**src/rtl/brslot_pkg.sv**
```systemverilog
// Shared types for the delayed-branch fetch sequencer.
// Assumes a fixed 32-bit byte address space.
package brslot_pkg;
    localparam int unsigned ADDR_W = 32;

    typedef logic [ADDR_W-1:0] addr_t;

    // Decode-stage report about the instruction at the current fetch address.
    typedef struct packed {
        logic  br;
        logic  taken;
        logic  annul;
        addr_t target;
    } dec_t;

    // Sequencer state: current/next address, one held target and flags.
    typedef struct packed {
        addr_t pc;
        addr_t npc;
        addr_t pend;
        logic  redir;     // npc holds a branch target, not a sequential address
        logic  pend_vld;  // pend holds a later target waiting behind npc
        logic  slot_kill; // instruction at pc is an annulled slot
    } seq_t;
endpackage

```
**src/rtl/brslot_align.sv**
```systemverilog
// Clears the low address bits below the instruction size.
// Assumes ALIGN_BITS is smaller than the address width.
module brslot_align
    import brslot_pkg::*;
#(
    parameter int unsigned ALIGN_BITS = 2
) (
    input  addr_t a_i,
    output addr_t a_o
);
    // Per bit: force to zero below the alignment, pass through above it.
    for (genvar b = 0; b < ADDR_W; b++) begin : g_bit
        if (b < ALIGN_BITS) begin : g_zero
            assign a_o[b] = 1'b0;
        end else begin : g_pass
            assign a_o[b] = a_i[b];
        end
    end
endmodule

```
**src/rtl/brslot_next.sv**
```systemverilog
// Computes the sequencer state that follows an accepted cycle.
// Assumes the decode report describes the instruction at cur_i.pc.
// Purely combinational; the state register decides whether to load it.
module brslot_next
    import brslot_pkg::*;
#(
    parameter int unsigned INSTR_BYTES = 4
) (
    input  seq_t cur_i,
    input  dec_t dec_i,
    output seq_t nxt_o
);
    localparam int unsigned ALIGN_BITS = $clog2(INSTR_BYTES);
    localparam addr_t       STEP       = addr_t'(INSTR_BYTES);

    addr_t tgt_al;
    logic  eff_br;
    logic  eff_tk;

    brslot_align #(.ALIGN_BITS(ALIGN_BITS)) u_tgt_align (
        .a_i (dec_i.target),
        .a_o (tgt_al)
    );

    // A branch counts only in a live slot and when no later target is held.
    always_comb begin
        eff_br = dec_i.br && !cur_i.slot_kill && !cur_i.pend_vld;
        eff_tk = eff_br && dec_i.taken;
    end

    // Next-state selection for the address pair and the held target.
    always_comb begin
        nxt_o           = cur_i;
        nxt_o.slot_kill = eff_br && dec_i.annul;
        if (eff_tk && cur_i.redir) begin
            // Branch in a taken branch's slot: own slot first, keep older target.
            nxt_o.pc       = cur_i.pc + STEP;
            nxt_o.pend     = tgt_al;
            nxt_o.pend_vld = 1'b1;
        end else begin
            nxt_o.pc = cur_i.npc;
            if (eff_tk) begin
                nxt_o.npc   = tgt_al;
                nxt_o.redir = 1'b1;
            end else if (cur_i.pend_vld) begin
                nxt_o.npc      = cur_i.pend;
                nxt_o.redir    = 1'b1;
                nxt_o.pend_vld = 1'b0;
            end else begin
                nxt_o.npc   = cur_i.npc + STEP;
                nxt_o.redir = 1'b0;
            end
        end
    end
endmodule

```
**src/rtl/brslot_state.sv**
```systemverilog
// Holds the sequencer state; loads the next state on accepted cycles.
// Assumes a synchronous active-low reset and a power-of-two instruction size.
module brslot_state
    import brslot_pkg::*;
#(
    parameter addr_t       RESET_VEC   = 32'h0000_0100,
    parameter int unsigned INSTR_BYTES = 4
) (
    input  logic clk,
    input  logic rst_n,
    input  logic adv_i,
    input  seq_t nxt_i,
    output seq_t cur_o
);
    localparam addr_t STEP   = addr_t'(INSTR_BYTES);
    localparam addr_t LOWMSK = addr_t'(INSTR_BYTES - 1);
    localparam addr_t RV_AL  = RESET_VEC & ~LOWMSK;

    // State register with synchronous reset and a hold when not advancing.
    always_ff @(posedge clk) begin
        if (!rst_n) begin
            cur_o.pc        <= RV_AL;
            cur_o.npc       <= RV_AL + STEP;
            cur_o.pend      <= '0;
            cur_o.redir     <= 1'b0;
            cur_o.pend_vld  <= 1'b0;
            cur_o.slot_kill <= 1'b0;
        end else if (adv_i) begin
            cur_o <= nxt_i;
        end
    end


    seq_pair_chk: assert property (@(posedge clk) disable iff (!rst_n)
        !cur_o.redir |-> cur_o.npc == cur_o.pc + STEP);


    pend_order_chk: assert property (@(posedge clk) disable iff (!rst_n)
        cur_o.pend_vld |-> cur_o.redir);


    addr_align_chk: assert property (@(posedge clk) disable iff (!rst_n)
        ((cur_o.pc & LOWMSK) == '0) && ((cur_o.npc & LOWMSK) == '0));
endmodule

```
**src/rtl/brslot_pc_seq.sv**
```systemverilog
// Fetch address sequencer for a core with one branch delay slot.
// Assumes decode inputs describe the instruction at fetch_addr_o this cycle
// and are consumed only when stall_i is low.
module brslot_pc_seq
    import brslot_pkg::*;
#(
    parameter logic [31:0] RESET_VEC   = 32'h0000_0100,
    parameter int unsigned INSTR_BYTES = 4
) (
    input  logic        clk,
    input  logic        rst_n,
    input  logic        stall_i,
    input  logic        br_valid_i,
    input  logic        br_taken_i,
    input  logic        br_annul_i,
    input  logic [31:0] br_target_i,
    output logic [31:0] fetch_addr_o,
    output logic        fetch_valid_o
);
    dec_t dec;
    seq_t cur;
    seq_t nxt;

    // Bundle the decode report.
    always_comb begin
        dec.br     = br_valid_i;
        dec.taken  = br_taken_i;
        dec.annul  = br_annul_i;
        dec.target = br_target_i;
    end

    brslot_next #(.INSTR_BYTES(INSTR_BYTES)) u_next (
        .cur_i (cur),
        .dec_i (dec),
        .nxt_o (nxt)
    );

    brslot_state #(.RESET_VEC(RESET_VEC), .INSTR_BYTES(INSTR_BYTES)) u_state (
        .clk   (clk),
        .rst_n (rst_n),
        .adv_i (!stall_i),
        .nxt_i (nxt),
        .cur_o (cur)
    );

    // Present the current address and whether it is a live instruction.
    always_comb begin
        fetch_addr_o  = cur.pc;
        fetch_valid_o = !cur.slot_kill;
    end


    stall_hold_chk: assert property (@(posedge clk) disable iff (!rst_n)
        stall_i |=> $stable(fetch_addr_o) && $stable(fetch_valid_o));


    slot_next_chk: assert property (@(posedge clk) disable iff (!rst_n)
        (!stall_i && fetch_valid_o && br_valid_i && br_taken_i && !cur.redir)
        |=> fetch_addr_o == $past(fetch_addr_o) + 32'(INSTR_BYTES));


    annul_kill_chk: assert property (@(posedge clk) disable iff (!rst_n)
        (!stall_i && fetch_valid_o && br_valid_i && br_annul_i && !cur.pend_vld)
        |=> !fetch_valid_o);


    dead_slot_once_chk: assert property (@(posedge clk) disable iff (!rst_n)
        (!stall_i && !fetch_valid_o) |=> fetch_valid_o);
endmodule

```
**config.mk**
```make
export PLATFORM = sky130hd
export DESIGN_NAME = brslot_pc_seq
export DESIGN_NICKNAME = d
export VERILOG_FILES = /design/src/rtl/brslot_pkg.sv /design/src/rtl/brslot_align.sv /design/src/rtl/brslot_next.sv /design/src/rtl/brslot_state.sv /design/src/rtl/brslot_pc_seq.sv
export SDC_FILE = /design/constraint.sdc
export NUM_CORES = 1
export LEC_CHECK = 0
export BUFFER_PORTS_ARGS = -buffer_cell sky130_fd_sc_hd__buf_2
export CORE_MARGIN = 4
export CORE_UTILIZATION = 26
export DETAILED_ROUTE_END_ITERATION = 7
export GPL_TIMING_DRIVEN = 0
export PLACE_DENSITY = 0.53
export SYNTH_ARGS = -nofsm -noshare
export SYNTH_HDL_FRONTEND = slang
export SYNTH_SLANG_ARGS = --single-unit
```
**constraint.sdc**
```tcl
create_clock -name clk -period 2.3 [get_ports clk]
set_clock_uncertainty 0.1 [all_clocks]
set_input_delay 0.23 -clock clk [delete_from_list [all_inputs] [get_ports clk]]
set_output_delay 0.23 -clock clk [all_outputs]
set_load 0.01 [all_outputs]
```
; ---- Word-level counts from Yosys, hierarchy flattened
; Index checks and enable logic that the tools add are counted.
[totals]
word_cells = 28
reg_bits = 97
input_bits = 38
output_inout_bits = 33
[classes]
addsub = 2
n_reduce_logical = 10
n_mux = 7
bitwise = 2
n_eq_ne = 1
[op_table]
columns = op, count
row1 = 32-bit 2-to-1 mux, 3
row2 = "32-bit by 3-bit adder with 32-bit output, second input constant", 2
row3 = 2-bit AND reduction, 3
row4 = 1-bit logical AND, 5
row5 = 1-bit 2-to-1 mux, 4
row6 = 1-bit zero test, 2
row7 = "2-bit inequality test, second input constant", 1
row8 = 1-bit NOT, 2

; ---- Longest topological paths before layout
; Gate-level depths: netlist of the first run.
[depth]
word_depth = 7
mapped_depth = 9
depth_no_buf = 7

; ---- By module
; Synthesis of the first run repeated with hierarchy kept, for this count alone.
[unflattened]
cells_unflattened = 870
area_unflattened_um2 = 6766.5
[by_module_without_submodules]
columns = module, cells_per_inst, area_per_inst_um2, instances
row1 = brslot_state, 319, 3719.8, 1
row2 = brslot_next, 516, 2795.2, 1
row3 = brslot_align, 33, 244.0, 1
row4 = brslot_pc_seq, 2, 7.5, 1

; ---- Worst setup path before layout of the first run
; Ideal clock, no wire load.
[synth_timing]
path_type = register to register
from = register u_state.cur_o[69] (netlist name)
to = register u_state.cur_o[89] (netlist name)
arrival_time_ns = 2.030
period_less_slack_ns = 2.249
required_ns = 2.080
setup_ns = 0.120
setup_slack_ns = 0.051
n_path_buf = 0
stages_incl_launch_ff = 8
path_cell_list = dfxtp_1 -> ha_1 -> nand3_1 -> nor3_1 -> nor3b_1 -> nand2b_1 -> and3_1 -> o31a_1
[synth_between]
elab_chain_len = 2
[synth_lines]
columns = element, line
row1 = start: declaration, brslot_state.sv:13  ; output seq_t cur_o
row2 = start signal: assignment, brslot_state.sv:29  ; cur_o <= nxt_i;
row3 = 32-bit by 3-bit adder with 32-bit output, brslot_next.sv:37  ; nxt_o.pc = cur_i.pc + STEP;
row4 = 32-bit 2-to-1 mux, brslot_next.sv:35  ; if (eff_tk && cur_i.redir) begin
; Every way passes these cells.
; A chain may end at the register's enable or synchronous reset.

; ---- Worst setup path after layout of the first run
[layout_timing]
from = register u_state.cur_o[75] (netlist name)
to = register u_state.cur_o[93] (netlist name)
; The elaborated chain is that of the path after synthesis.

==> results.ini, run 1 <==
[status]
outcome = complete, no violations

[place]
dp_cells = 1050
place_congestion = 0.890
hpwl_um = 14300
io_buffers = 67

[finish]
finalNetCount = 836
syn_to_final_growth_pct = 22.3
n_fill_cell = 2234
largest_register = u_state.cur_o
final_util_pct = 32.3
multi_input_area_um2 = 3090
drive_gt1_share_pct = 22.6
regArea_um2 = 1890
largest_reg_flops = 94
final_cells = 1070
n_antenna_cell = 0
top_regs = u_state.cur_o x94

[synth]
synth-main-ff-cell = dfxtp_1
postSynthAreaPerCell_um2 = 7.46
syn_inst = 713
synth_top_area_share_pct = 35.4
ys_warn_count = 0
ys_seq_area_share_pct = 35.4
syn-num-nets = 753
ys_types = 62
ys_ff_latch = 94
yosysTopAreaCell = dfxtp_1
syn_area_um2 = 5320
synth_async_sr_flop_share_pct = 0
post-synth-top-count-cell = nand2_1
synth-edff-count = 0
synthTopCellsByArea = dfxtp_1, a21oi_1, nand2_1
synthTopCellsByCount = nand2_1, dfxtp_1, a21oi_1

[timing]
rsz0062_at_grt = false
hold_viol = 0
relSlewSlack_pct = 46.3
tns_ps = 0
whs_ps = 18.4
post-route-period-util_pct = 95.6
min_period_ps = 2200
finalMaxSlewViolations = 0
worst_slew_pin_slew_ps = 805
finalSetupViolations = 0
fmaxAchievable_mhz = 455

[global_routing]
antenna_found_initial = 0
track_usage_pct = 17.3
grt_overflow = 0
grt_pass1_wl_um = 30400
grt_pass1_vias = 5175
grt_max_degree = 15

[critical_path]
critical_path.max_fanout = 7
arrival_ps = 2380
required_ps = 2480
crit_path_frequent_cell = or3_1
cp_slowest_cell = dfxtp_1
cp_top_family = simple AND/OR/NAND/NOR gates
critPathKind = reg2reg
path_cells = nand3_4 -> or3_1 -> nor4_4 -> nand2_1 -> or3_1 -> a31oi_1
end_kind = register
start_kind = register
cpPeakStageDelay_ps = 490
critPathBufInv = 0

[drt]
drtPass1Iterations = 5
drc = 0
vias = 5614
drtIter0Drc = 576
ant_nets = 0
wl_um = 19800
wl_per_cell_um = 18.5
via_per_inst = 5.25

[pwr]
power.total_mw = 3.95
switching_power_mw = 1.10
combPwrFrac_pct = 14.2
vdd_drop_max_v = 0.000368
switching_share_pct = 27.8
clockPowerShare_pct = 40.0
pwr-share-seq_pct = 45.7
internal_power_mw = 2.85
power_density_nw_per_um2 = 607
p_leak_nw = 2.55

[die]
io_pins = 71
start_util_pct = 26.4
core_area_um2 = 20200
die_area_um2 = 22800
chipWidth_um = 151
fp.dieH_um = 151
rows = 52

[clocking]
worstSkewPairLatency_ps = 360
cts.sinks = 94
path_clk_slew_ps = 70
clock-root-buffer = clkbuf_16
cts_buffer_depth = 2
cts_tree = done
postCtsHoldBufs = 0
cts_made_buffers = 9
htreeDepth = 3

[min_path]
min_path_type = in2reg

[run]
drv_cap = 0

==> worst paths after layout <==
path / startpoint / end / depth (start not counted) / slack, ps
worst max-delay path: u_state.cur_o[75]$_SDFFE_PN1N_ / u_state.cur_o[93]$_SDFFE_PN0N_ / 6 / 100
worst min-delay path: br_target_i[29] / u_state.cur_o[32]$_SDFFE_PN0P_ / 3 / 20
worst max register to register: u_state.cur_o[75]$_SDFFE_PN1N_ / u_state.cur_o[93]$_SDFFE_PN0N_ / 6 / 100
worst min register to register: u_state.cur_o[12]$_SDFFE_PN0P_ / u_state.cur_o[12]$_SDFFE_PN0P_ / 2 / 360
==> metal layers <==
layer,up-vias,share of wire (%),track usage [%]
met5,-,0,0
met4,0,1.9,4.94
met3,27,7.1,3.65
met2,215,44,25.9
met1,2658,47,25.0
li1,2714,-,-
==> what timing repair did <==
| item | CTS | global route |
|---|---|---|
| resized for setup | 31 | 16 |
| pin swaps | 5 | 2 |
| setup endpoints to repair | 91 | 43 |
| setup buffers | 5 | 2 |
| cloned | 0 | 0 |
==> worst register-to-register path: cells and delay by family, from the launching register on <==
kind | cells | cell delay (ps)
simple gates | 5 | 1380
flops | 1 | 490
compound gates | 1 | 150
==> through the flow <==
step / area (µm²) / setup WS (ps)
3_3_place_gp: 5990 / -672
4_1_cts: 6440 / 7.46
5_1_grt: 6510 / 3.79
6_report: 6510 / 101
3_5_place_dp: 5990 / -641
2_1_floorplan: 5320 / 50.7
==> power by group through the flow <==
stage	Sequential, mW	Clock [mW]	Combinational [mW]
final	1.81	1.58	0.562
after CTS	1.80	1.61	0.559
after global routing	1.82	1.67	0.618
after detailed placement	1.83	0	0.550
after global placement	1.83	0	0.550
after floorplan	1.80	0	0.358
==> logic make-up after synthesis <==
family          share of synthesized area (%)
flops                                    35.4
simple gates                             24.9
fa+ha+maj                               0.470
xor+xnor                                 2.80
mux                                     0.588
compound gates                           27.1
buf+inv                                  8.82
==> cell usage in the layout, fill, tap and decap left out, types with 7 or more instances in the layout <==
cell	count
or3_1	7
nand2_1	111
o21a_1	9
nand4_1	10
o211ai_1	16
a21oi_1	91
clkbuf_16	9
nand3_1	26
buf_4	38
nor2_1	47
nor3_1	7
dfxtp_1	89
o22ai_1	10
o21ai_0	50
xnor2_1	8
xor2_1	9
a31oi_1	16
and3_1	15
buf_2	73
clkbuf_2	13
clkbuf_1	31
==> layout make-up <==
type                            count  share of cell area (%)
Inverter                            6                   0.346
Timing Repair Buffer               74                    6.15
Multi-Input combinational cell    527                    47.4
Clock inverter                      3                   0.654
Clock buffer                       12                    4.09
Buffer                             84                    7.11
Tap cell                          270                    5.19
Sequential cell                    94                    29.0
(Power assumes the default switching activity.)
==> run 2: changes to the inputs <==
--- a/config.mk
+++ b/config.mk
@@ -5,12 +5,12 @@
 export SDC_FILE = /design/constraint.sdc
 export NUM_CORES = 1
 export LEC_CHECK = 0
-export BUFFER_PORTS_ARGS = -buffer_cell sky130_fd_sc_hd__buf_2
 export CORE_MARGIN = 4
 export CORE_UTILIZATION = 26
 export DETAILED_ROUTE_END_ITERATION = 7
+export DONT_BUFFER_PORTS = 1
 export GPL_TIMING_DRIVEN = 0
-export PLACE_DENSITY = 0.53
+export PLACE_DENSITY = 0.5
 export SYNTH_ARGS = -nofsm -noshare
 export SYNTH_HDL_FRONTEND = slang
 export SYNTH_SLANG_ARGS = --single-unit
==> run 2 against run 1 <==
First-iteration DRC count is 4.5% lower. Largest cell class unchanged. Sequential power about the same. Total power shrank 3.9%.
==> results.ini, run 2 (same netlist as run 1, synthesis figures left out) <==
[status]
outcome = complete, no violations  ; unchanged

[drt]
drc = 0  ; unchanged
wl_per_cell_um = 19.5  ; was 18.5 µm
ant_nets = 0  ; unchanged
drtPass1Iterations = 5  ; unchanged
via_per_inst = 5.30  ; was 5.25
vias = 5486  ; was 5614
wl_um = 20200  ; was 19800 µm
drtIter0Drc = 550  ; was 576

[timing]
tns_ps = 0  ; unchanged
finalMaxSlewViolations = 0  ; unchanged
whs_ps = 18.4  ; about the same
finalSetupViolations = 0  ; unchanged
fmaxAchievable_mhz = 456  ; was 455 MHz
relSlewSlack_pct = 48.9  ; was 46.3%
post-route-period-util_pct = 95.3  ; was 95.6%
rsz0062_at_grt = false  ; unchanged
worst_slew_pin_slew_ps = 767  ; was 805 ps
hold_viol = 0  ; unchanged
min_period_ps = 2190  ; was 2200 ps

[pwr]
power_density_nw_per_um2 = 590  ; was 607 nW/µm²
vdd_drop_max_v = 0.000344  ; was 0.000368 V
p_leak_nw = 2.34  ; was 2.55 nW

[critical_path]
critPathKind = reg2reg  ; unchanged
required_ps = 2450  ; was 2480 ps
critical_path.max_fanout = 6  ; was 7
start_kind = register  ; unchanged
end_kind = register  ; unchanged
arrival_ps = 2340  ; was 2380 ps

[die]
io_pins = 71  ; unchanged
die_area_um2 = 22800  ; unchanged
fp.dieH_um = 151  ; unchanged
start_util_pct = 26.4  ; unchanged
core_area_um2 = 20200  ; unchanged
chipWidth_um = 151  ; unchanged
rows = 52  ; unchanged

[finish]
layout_common_cells = nand2_1, a21oi_1, dfxtp_1  ; unchanged
mostFrequentLayoutCell = nand2_1  ; unchanged
n_antenna_cell = 0  ; unchanged
top_regs = u_state.cur_o x94  ; unchanged
largest_reg_flops = 94  ; unchanged
final_util_pct = 31.9  ; was 32.3%
final_cells = 1035  ; was 1070
finalNetCount = 800  ; was 836
syn_to_final_growth_pct = 21.1  ; was 22.3%
n_fill_cell = 2226  ; was 2234
drive_gt1_share_pct = 15.2  ; was 22.6%
largest_register = u_state.cur_o  ; unchanged

[clocking]
cts_tree = done  ; unchanged
cts.sinks = 94  ; unchanged
clock-root-buffer = clkbuf_16  ; unchanged
path_clk_slew_ps = 70  ; about the same
cts_made_buffers = 9  ; unchanged
cts_buffer_depth = 2  ; unchanged
worstSkewPairLatency_ps = 360  ; about the same
htreeDepth = 3  ; unchanged

[min_path]
min_path_type = in2reg  ; unchanged

[global_routing]
use_met1_pct = 25.2  ; was 25.0%
grt_overflow = 0  ; unchanged
grt_max_degree = 16  ; was 15
gr-usage-met3_pct = 3.53  ; was 3.65%
grt_pass1_wl_um = 31000  ; was 30400 µm
grt_most_used_layer = met2  ; unchanged
grt_pass1_vias = 5220  ; was 5175
track_usage_pct = 17.7  ; was 17.3%
grt_use_met2_pct = 27.7  ; was 25.9%
antenna_found_initial = 0  ; unchanged

[place]
hpwl_um = 14500  ; was 14300 µm
place_congestion = 0.837  ; was 0.890
io_buffers = 0  ; was 67
dp_cells = 983  ; was 1050

[run]
drv_cap = 0  ; unchanged

==> run 2: final cells by class <==
type | instances | area, µm² | share of cell area (%)
Buffer | 84 | 465 | 7.22
Clock buffer | 11 | 243 | 3.77
Clock inverter | 5 | 33.8 | 0.524
Inverter | 6 | 22.5 | 0.350
Multi-Input combinational cell | 527 | 3090 | 47.9
Sequential cell | 94 | 1890 | 29.3
Tap cell | 270 | 338 | 5.24
Timing Repair Buffer | 38 | 363 | 5.63
==> run 2: final timing paths <==
check                           cells past startpoint  slack (ps)                        endpoint                            from
worst max register to register                      5         110  u_state.cur_o[82]$_SDFFE_PN0N_  u_state.cur_o[71]$_SDFFE_PN0N_
worst max-delay path                                5         110  u_state.cur_o[82]$_SDFFE_PN0N_  u_state.cur_o[71]$_SDFFE_PN0N_
worst min register to register                      2         360   u_state.cur_o[8]$_SDFFE_PN0P_   u_state.cur_o[8]$_SDFFE_PN0P_
worst min-delay path                                2          20  u_state.cur_o[47]$_SDFFE_PN0P_                 br_target_i[12]
==> run 2: report_power, final <==
part	switching [mW]	internal (mW)
Combinational	0.320	0.227
Clock	0.682	0.764
Sequential	0.104	1.70
==> run 2: what timing repair did <==
item / 4_1_cts / 5_1_grt
cloned: 0 / 0
buffers inserted: 7 / 0
endpoints found under the hold margin: 44 / 0
resized for setup: 30 / 21
setup endpoints to repair: 92 / 52
pin swaps: 5 / 3
hold buffers: 31 / 0
==> run 2: layer usage <==
metal  share of wire (%)  routed length [µm]
met2                  44                8970
met5                   0                   0
met3                 7.2                1460
met1                  47                9530
met4                 1.1                 213
==> run 2: stage by stage <==
step                power [mW]  cell area (µm²)  setup WS [ps]
floorplan                 2.15             5320           50.7
global placement          2.32             5660           -660
detailed placement        2.32             5660           -694
CTS                       3.82             6390          -9.39
global route              3.96             6440           3.41
finish                    3.80             6440            108
==> run 2: worst max-delay path, cell delays in order, from the launching register on <==
cell	delay [ps]
dfxtp_1	470
and4_1	340
nand3_1	280
nor2_1	430
a41oi_1	180
o221a_2	290
